<file path="config.mk">
export PLATFORM = sky130hd
export DESIGN_NAME = gpio_pin_ctrl
export DESIGN_NICKNAME = d
export VERILOG_FILES = /design/src/rtl/gpio_pin_pkg.sv /design/src/rtl/gpio_regs.sv /design/src/rtl/gpio_blink.sv /design/src/rtl/gpio_on_delay.sv /design/src/rtl/gpio_pin_ctrl.sv
export SDC_FILE = /design/constraint.sdc
export NUM_CORES = 1
export LEC_CHECK = 0
export BUFFER_PORTS_ARGS = -buffer_cell sky130_fd_sc_hd__buf_2
export CAP_MARGIN = 15
export CELL_PAD_IN_SITES_DETAIL_PLACEMENT = 1
export CELL_PAD_IN_SITES_GLOBAL_PLACEMENT = 1
export CORE_MARGIN = 2
export CORE_UTILIZATION = 50
export DETAILED_ROUTE_END_ITERATION = 10
export PLACE_DENSITY_LB_ADDON = 0.1
export SKIP_CTS_REPAIR_TIMING = 1
export SLEW_MARGIN = 30
export SYNTH_ARGS = -nofsm -noshare
export SYNTH_HDL_FRONTEND = slang
export SYNTH_SLANG_ARGS = --single-unit
</file>
<file path="constraint.sdc">
create_clock -name clk -period 4.9 [get_ports clk]
set_clock_uncertainty 0.2 [all_clocks]
set_input_delay 0.245 -clock clk [delete_from_list [all_inputs] [get_ports clk]]
set_output_delay 0.245 -clock clk [all_outputs]
set_load 0.005 [all_outputs]
</file>
<file path="src/rtl/gpio_pin_pkg.sv">
package gpio_pin_pkg;

    localparam int DW = 16;
    localparam int AW = 3;
    localparam int CFG_W = 10;
    localparam int ROUTE_W = 8;

    typedef enum logic [AW-1:0] {
        ADR_CFG   = 3'd0,
        ADR_ROUTE = 3'd1,
        ADR_DRIVE = 3'd2,
        ADR_VALUE = 3'd3,
        ADR_RATE  = 3'd4,
        ADR_DELAY = 3'd5
    } reg_addr_e;

    typedef enum logic [2:0] {
        SRC_DRIVE     = 3'd0,
        SRC_DRIVE_DLY = 3'd1,
        SRC_BLINK     = 3'd2,
        SRC_EXT       = 3'd3,
        SRC_EXT_DLY   = 3'd4
    } src_sel_e;

    typedef struct packed {
        logic       pull_b;
        logic       pull_a;
        logic       oe;
        logic       oe_ovr;
        logic       vsel;
        logic       in_inv;
        logic       out_inv;
        logic [2:0] src;
    } cfg_t;

    function automatic logic [DW-1:0] zext_cfg(input cfg_t c);
        return {{(DW-CFG_W){1'b0}}, c};
    endfunction

endpackage

</file>
<file path="src/rtl/gpio_regs.sv">
module gpio_regs
    import gpio_pin_pkg::*;
(
    input  logic          clk,
    input  logic          rst,
    input  logic          bus_sel,
    input  logic          bus_wr,
    input  logic [AW-1:0] bus_addr,
    input  logic [DW-1:0] bus_wdata,
    input  logic          in_val,
    output logic [DW-1:0] bus_rdata,
    output logic [2:0]    src,
    output logic          out_inv,
    output logic          in_inv,
    output logic          oe,
    output logic          oe_ovr,
    output logic          drive,
    output logic [DW-1:0] rate,
    output logic          rate_wr,
    output logic [DW-1:0] delay
);

    cfg_t                cfg_q;
    logic [ROUTE_W-1:0]  route_q;
    logic                drive_q;
    logic [DW-1:0]       rate_q;
    logic [DW-1:0]       delay_q;
    logic                wr_en;
    logic                rd_en;
    logic [DW-1:0]       rd_mux;

    assign wr_en = bus_sel && bus_wr;
    assign rd_en = bus_sel && !bus_wr;

    always_ff @(posedge clk) begin
        if (rst) begin
            cfg_q   <= '0;
            route_q <= '0;
            drive_q <= 1'b0;
            rate_q  <= '0;
            delay_q <= '0;
        end else if (wr_en) begin
            case (bus_addr)
                ADR_CFG:   cfg_q   <= cfg_t'(bus_wdata[CFG_W-1:0]);
                ADR_ROUTE: route_q <= bus_wdata[ROUTE_W-1:0];
                ADR_DRIVE: drive_q <= bus_wdata[0];
                ADR_RATE:  rate_q  <= bus_wdata;
                ADR_DELAY: delay_q <= bus_wdata;
                default:   ;
            endcase
        end
    end

    always_comb begin
        case (bus_addr)
            ADR_CFG:   rd_mux = zext_cfg(cfg_q);
            ADR_ROUTE: rd_mux = {{(DW-ROUTE_W){1'b0}}, route_q};
            ADR_DRIVE: rd_mux = {{(DW-1){1'b0}}, drive_q};
            ADR_VALUE: rd_mux = {{(DW-1){1'b0}}, in_val};
            ADR_RATE:  rd_mux = rate_q;
            ADR_DELAY: rd_mux = delay_q;
            default:   rd_mux = '0;
        endcase
    end

    always_ff @(posedge clk) begin
        if (rst)        bus_rdata <= '0;
        else if (rd_en) bus_rdata <= rd_mux;
    end

    assign src     = cfg_q.src;
    assign out_inv = cfg_q.out_inv;
    assign in_inv  = cfg_q.in_inv;
    assign oe      = cfg_q.oe;
    assign oe_ovr  = cfg_q.oe_ovr;
    assign drive   = drive_q;
    assign rate    = rate_q;
    assign delay   = delay_q;
    assign rate_wr = wr_en && (bus_addr == ADR_RATE);

endmodule

</file>
<file path="src/rtl/gpio_blink.sv">
module gpio_blink #(
    parameter int CW = 16
) (
    input  logic          clk,
    input  logic          rst,
    input  logic          tick,
    input  logic          restart,
    input  logic [CW-1:0] rate,
    output logic          lvl
);

    logic [CW-1:0] cnt_q;

    always_ff @(posedge clk) begin
        if (rst || restart || rate == '0) begin
            cnt_q <= '0;
            lvl   <= 1'b0;
        end else if (tick) begin
            if (cnt_q == rate - CW'(1)) begin
                cnt_q <= '0;
                lvl   <= ~lvl;
            end else begin
                cnt_q <= cnt_q + CW'(1);
            end
        end
    end

endmodule

</file>
<file path="src/rtl/gpio_on_delay.sv">
module gpio_on_delay #(
    parameter int CW = 16
) (
    input  logic          clk,
    input  logic          rst,
    input  logic          tick,
    input  logic          src,
    input  logic [CW-1:0] limit,
    output logic          lvl,
    output logic [CW-1:0] cnt
);

    logic done_q;

    always_ff @(posedge clk) begin
        if (rst || !src) begin
            cnt    <= '0;
            done_q <= 1'b0;
        end else if (tick && !done_q && limit != '0) begin
            if (cnt == limit - CW'(1)) done_q <= 1'b1;
            else                       cnt    <= cnt + CW'(1);
        end
    end

    assign lvl = src && (limit == '0 || done_q);

endmodule

</file>
<file path="src/rtl/gpio_pin_ctrl.sv">
module gpio_pin_ctrl
    import gpio_pin_pkg::*;
#(
    parameter int SYNC_STAGES = 2
) (
    input  logic          clk,
    input  logic          rst,
    input  logic          bus_sel,
    input  logic          bus_wr,
    input  logic [2:0]    bus_addr,
    input  logic [15:0]   bus_wdata,
    output logic [15:0]   bus_rdata,
    input  logic          ms_tick,
    input  logic          ext_func,
    input  logic          pad_in,
    output logic          pad_out,
    output logic          pad_oe
);

    logic [2:0]    src;
    logic          out_inv, in_inv, oe, oe_ovr, drive, rate_wr;
    logic [DW-1:0] rate_val, delay_val;
    logic          blink_lvl, drv_dly_lvl, ext_dly_lvl;
    logic [DW-1:0] drv_dly_cnt, ext_dly_cnt;
    logic [SYNC_STAGES-1:0] sync_q;
    logic          in_val;
    logic          sel_lvl;

    // Input synchronizer chain
    always_ff @(posedge clk) begin
        if (rst) sync_q[0] <= 1'b0;
        else     sync_q[0] <= pad_in;
    end

    for (genvar i = 1; i < SYNC_STAGES; i++) begin : g_sync
        always_ff @(posedge clk) begin
            if (rst) sync_q[i] <= 1'b0;
            else     sync_q[i] <= sync_q[i-1];
        end
    end

    assign in_val = sync_q[SYNC_STAGES-1] ^ in_inv;

    gpio_regs u_regs (
        .clk       (clk),
        .rst       (rst),
        .bus_sel   (bus_sel),
        .bus_wr    (bus_wr),
        .bus_addr  (bus_addr),
        .bus_wdata (bus_wdata),
        .in_val    (in_val),
        .bus_rdata (bus_rdata),
        .src       (src),
        .out_inv   (out_inv),
        .in_inv    (in_inv),
        .oe        (oe),
        .oe_ovr    (oe_ovr),
        .drive     (drive),
        .rate      (rate_val),
        .rate_wr   (rate_wr),
        .delay     (delay_val)
    );

    gpio_blink #(.CW(DW)) u_blink (
        .clk     (clk),
        .rst     (rst),
        .tick    (ms_tick),
        .restart (rate_wr),
        .rate    (rate_val),
        .lvl     (blink_lvl)
    );

    gpio_on_delay #(.CW(DW)) u_drv_dly (
        .clk   (clk),
        .rst   (rst),
        .tick  (ms_tick),
        .src   (drive),
        .limit (delay_val),
        .lvl   (drv_dly_lvl),
        .cnt   (drv_dly_cnt)
    );

    gpio_on_delay #(.CW(DW)) u_ext_dly (
        .clk   (clk),
        .rst   (rst),
        .tick  (ms_tick),
        .src   (ext_func),
        .limit (delay_val),
        .lvl   (ext_dly_lvl),
        .cnt   (ext_dly_cnt)
    );

    always_comb begin
        case (src)
            SRC_DRIVE:     sel_lvl = drive;
            SRC_DRIVE_DLY: sel_lvl = drv_dly_lvl;
            SRC_BLINK:     sel_lvl = blink_lvl;
            SRC_EXT:       sel_lvl = ext_func;
            SRC_EXT_DLY:   sel_lvl = ext_dly_lvl;
            default:       sel_lvl = 1'b0;
        endcase
    end

    assign pad_out = sel_lvl ^ out_inv;
    assign pad_oe  = oe_ovr ? sel_lvl : oe;

endmodule

</file>
# [Word level (Yosys, flattened, before mapping)]
# Cells that the tools add are included.
[op_classes] addsub=5 multipliers=0 n_div=0 magnitude_cmp=0 eq_ne=12 n_shift=0 n_mux=4 bitwise_logic=5 reduce_logical=35
[op_table] operator="$pmux W16 S6" n=1
[op_table] operator="$add A16 B1 Y16 const B" n=3
[op_table] operator="$eq A16 B16 Y1" n=3
[op_table] operator="$logic_not A16 Y1" n=2
[op_table] operator="$sub A16 B1 Y16 const B" n=2
[op_table] operator="$reduce_and A2 Y1" n=10
[op_table] operator="$mux W16" n=1
[op_table] operator="$reduce_bool A16 Y1" n=1
[op_table] operator="$eq A3 B2 Y1 const B" n=4
[op_table] operator="$eq A3 B3 Y1 const B" n=3
[op_table] operator="$logic_and A1 B1 Y1" n=9
[op_table] operator="$eq A3 B1 Y1 const B" n=2
[op_table] operator="$logic_not A3 Y1" n=2
[op_table] operator="$logic_or A1 B1 Y1" n=6
[op_table] operator="$logic_not A1 Y1" n=5
[op_table] operator="$pmux W1 S5" n=1
[op_table] operator="$not A1 Y1" n=3
[op_table] operator="$xor A1 B1 Y1" n=2
[op_table] operator="$mux W1" n=1
[totals] ff_bits=120 latch_bits=0 ramBits=0 rom_bits=0 input_bits=26 out_inout_bits=18 wordCells=82 memories=0

# [Depth between registers and ports, before layout]
[depth] ltp_word=5 mapped_depth=14

# [Modules after synthesis]
# Synthesis repeated with hierarchy kept, for this count alone.
[hier_totals] hier_cells=899 area_unflattened_um2=7621.1
[by_module_without_submodules] mod="gpio_on_delay" instances=2 cells_each=192 area_per_inst_um2=1571.5 seq_area_each_um2=340.3
[by_module_without_submodules] mod="gpio_regs" instances=1 cells_each=336 area_per_inst_um2=2965.3 seq_area_each_um2=1341.3
[by_module_without_submodules] mod="gpio_blink" instances=1 cells_each=160 area_per_inst_um2=1342.5 seq_area_each_um2=340.3
[by_module_without_submodules] mod="gpio_pin_ctrl" instances=1 cells_each=19 area_per_inst_um2=170.2 seq_area_each_um2=40.0

# [Least setup slack after synthesis]
# Ideal clock, no wire load.
[synth_timing] path_type="reg2reg" startpoint="register u_regs.delay_q[0] (netlist: u_regs.delay[0])" endpoint="register u_ext_dly.cnt[8]" setup_ps=128 t_arrival_ps=3040 required_time_ps=4572 setup_slack_ps=1532 stages_incl_launch_ff=14 n_path_buf=3 path_cell_list="dfxtp_1 clkbuf_1 inv_1 ha_1 clkbuf_1 nor4b_1 nand2_1 o41ai_1 o2111ai_2 a2111oi_4 buf_6 nor4_1 xnor2_1 nor2_1"
[synth_between] elab_chain_cells=4 word_cells_on_any_way=6 cone_classes="1 x add/sub; 1 x eq/ne; 1 x bitwise; 3 x reduce/logical"
[synth_rtl] element="from (decl)" line="gpio_regs.sv:27" source="logic [DW-1:0] delay_q;"
[synth_rtl] element="from (signal assigned)" line="gpio_regs.sv:48" source="ADR_DELAY: delay_q <= bus_wdata;"
[synth_rtl] element="$sub A16 B1 Y16" line="gpio_on_delay.sv:20" source="if (cnt == limit - CW'(1)) done_q <= 1'b1;"
[synth_rtl] element="$eq A16 B16 Y1" line="gpio_on_delay.sv:20"
[synth_rtl] element="$not A1 Y1 (no source line)"
[synth_rtl] element="$reduce_and A2 Y1 (no source line) (*)"
[synth_rtl] element="to (signal assigned)" line="gpio_on_delay.sv:21" source="else cnt <= cnt + CW'(1);"
[synth_rtl] element="to (decl)" line="gpio_on_delay.sv:10" source="output logic [CW-1:0] cnt"
# Every way passes the cells marked *; elsewhere a longest branch is shown, timed or not.
# A chain may end at the register's enable or synchronous reset.

# [Worst setup path in the final report]
[layout_timing] startpoint="register u_regs.delay_q[0] (netlist: u_regs.delay[0])" endpoint="register u_ext_dly.cnt[14]"
# The elaborated chain is that of the path after synthesis.

==> impl_metrics.env <==
export IMPL_grt_use_total=0.307
export IMPL_fmax_mhz=247
export IMPL_start_kind="flop"
export IMPL_dp_hpwl_mm=15.3
export IMPL_status="completed"
export IMPL_grt_max_degree=70
export IMPL_syn_avg_cell_area_um2=8.10
export IMPL_grt_antenna_before_repair=0
export IMPL_seq_area_frac_synth=0.348
export IMPL_syn_to_final_growth_pct=15.2
export IMPL_grtUsageMet2=0.563
export IMPL_core_um2=13300
export IMPL_wl_per_cell_um=20.9
export IMPL_end_kind="flop"
export IMPL_max_slew_margin=0.381
export IMPL_final_setup_tns_ps=0
export IMPL_num_io_pins=44
export IMPL_ys_types=64
export IMPL_yosysWarnings=0
export IMPL_numCtsBuffers=17
export IMPL_hold_viol=0
export IMPL_nets=904
export IMPL_syn_area_um2=6900
export IMPL_avgViaCountPerCell=6.11
export IMPL_cts_buffer_depth=2
export IMPL_dr_pass1_iters=5
export IMPL_tritoncts="yes"
export IMPL_ff2ff_path_depth=10
export IMPL_crit_arrival_ps=4210
export IMPL_whs_ps=63.6
export IMPL_mostFrequentLayoutCells="dfxtp_1, nand2_1, nor2_1"
export IMPL_r2r_start="u_regs.delay[0]"
export IMPL_grt_pass1_vias=6730
export IMPL_ff2ff_setup_slack_ps=850
export IMPL_htree_levels=4
export IMPL_drive_above_1_share=0.124
export IMPL_report_final_slew_viol_count=0
export IMPL_place_gp_congestion=0.912
export IMPL_rr_endpoint="u_ext_dly.cnt[14]"
export IMPL_die_h_um=121
export IMPL_clock_sinks=120
export IMPL_async_flop_share=0
export IMPL_grt_pass1_wl_mm=35.2
export IMPL_endpoint="u_ext_dly.cnt[14]"
export IMPL_fin_crit_sh=0.827
export IMPL_required_ps=5060
export IMPL_start_util=0.517
export IMPL_fillers=1615
export IMPL_ant_nets=0
export IMPL_n_antenna_cell=0
export IMPL_p_leak_nw=2.99
export IMPL_drc=0
export IMPL_critPathKind="flop to flop"
export IMPL_rsz0062_at_grt="no"
export IMPL_synth_seq_cells=120
export IMPL_grt_overflow_total=0
export IMPL_use_met1=0.362
export IMPL_die_area_um2=14800
export IMPL_ir_drop_mv=0.245
export IMPL_worstHoldPathCells=4
export IMPL_met3_usage=0.0479
export IMPL_clk_pin_slew_ps=60
export IMPL_fp_dieW_um=121
export IMPL_layout_commonest_cell="dfxtp_1"
export IMPL_setup_viol=0
export IMPL_worst_slew_pin_slew_ps=929
export IMPL_busiest_layer="met2"
export IMPL_clk_latency_ps=430
export IMPL_post_route_min_period_ps=4050
export IMPL_hp_class="primary input to flop"
export IMPL_syn_num_nets=883
export IMPL_critPathLaunch="u_regs.delay[0]"
export IMPL_max_cap_violations=0
export IMPL_utilization=0.595
export IMPL_cts_root_buf="clkbuf_16"
export IMPL_row_count=42
export IMPL_crit_fanout=16
export IMPL_netlist_instances=852
export IMPL_ys_flop_type="dfxtp_1"
export IMPL_wirelength_mm=22.2
export IMPL_vias=6490
export IMPL_powerDensity_nw_per_um2=325
export IMPL_synth_edf_count=0
export IMPL_drt_iter0_markers=481
export IMPL_io_buffers=43
-- metal layers --
metal,share of wire,routed length [µm]
met1,0.42,9380
met3,0.030,671
met5,0,0
met2,0.52,11600
met4,0.027,591
-- worst max-delay path, stage by stage, from the launching register on --
cell and delay (ps):
dfxtp_1 420, inv_1 100, ha_1 310, nor4b_1 690, nand2_1 170, o41ai_1 430, o2111ai_2 210, a2111oi_4 880
nor3_1 210, nand4_1 190, mux2i_1 180
-- worst min-delay path by stage --
stage / startpoint / slack, ps / endpoint
after CTS: pad_in / -180 / sync_q[0]
after global placement: sync_q[0] / 220 / sync_q[1]
after floorplan: pad_in / 170 / sync_q[0]
after detailed placement: sync_q[0] / 230 / sync_q[1]
after global routing: ms_tick / 70 / u_blink.cnt_q[0]
final: bus_addr[1] / 60 / u_regs.drive
-- Yosys cell counts (all sizes together) (14+ instances only) --
library cell  instances  area, µm²
dfxtp               120       2400
nand2               102        383
nor2                101        382
a21oi                72        360
xnor2                56        490
clkbuf               50        189
xor2                 30        263
nand3                27        135
mux2i                24        240
nor3                 21        110
o21ai                16       80.1
a22oi                15        113
and3                 15       93.8
nand2b               15       93.8
nand4                14       87.6
nor4                 14        103
-- per-stage QoR --
stage | setup slack [ps] | instances | power (W) | area [µm²]
after floorplan | 1530 | 852 | 0.00114 | 6900
after global placement | 1040 | 1012 | 0.00118 | 7110
after detailed placement | 895 | 1012 | 0.00119 | 7110
after CTS | 864 | 1044 | 0.00258 | 7760
after global routing | 459 | 1062 | 0.00265 | 7950
final | 848 | 1062 | 0.00258 | 7950
-- kinds of logic after synthesis --
kind of cell,after synthesis,synth area share
flops,120,0.348
compound gates,157,0.151
buf+inv,73,0.0434
xor+xnor,87,0.112
mux,39,0.0707
simple gates,371,0.265
fa+ha+maj,5,0.00907
-- state kept, by name (all words and copies together), names as in the netlist, 2 cells and up --
| register | cells |
|---|---|
| u_blink.cnt_q | 16 |
| sync_q | 2 |
| u_regs.delay | 16 |
| u_ext_dly.cnt | 16 |
| u_regs.route_q | 8 |
| u_regs.bus_rdata | 16 |
| u_regs.cfg_q | 3 |
| u_regs.rate | 16 |
| u_drv_dly.cnt | 16 |
| u_regs.src | 3 |
-- final cells by class --
type,instances,area (µm²),share of cell area
multi-input combinational,659,4200,0.529
inverter,10,37.5,0.00472
clock buffer,18,439,0.0553
timing repair buffer,65,425,0.0535
tap,176,220,0.0277
clock inverter,14,219,0.0276
sequential,120,2400,0.302
-- power by group --
part	internal, W	switching [W]	total (W)
clock	0.000918	0.000478	0.00140
combinational	0.0000714	0.000117	0.000189
sequential	0.000983	0.0000129	0.000996
Note: power is estimated with default switching activity, not from simulation.
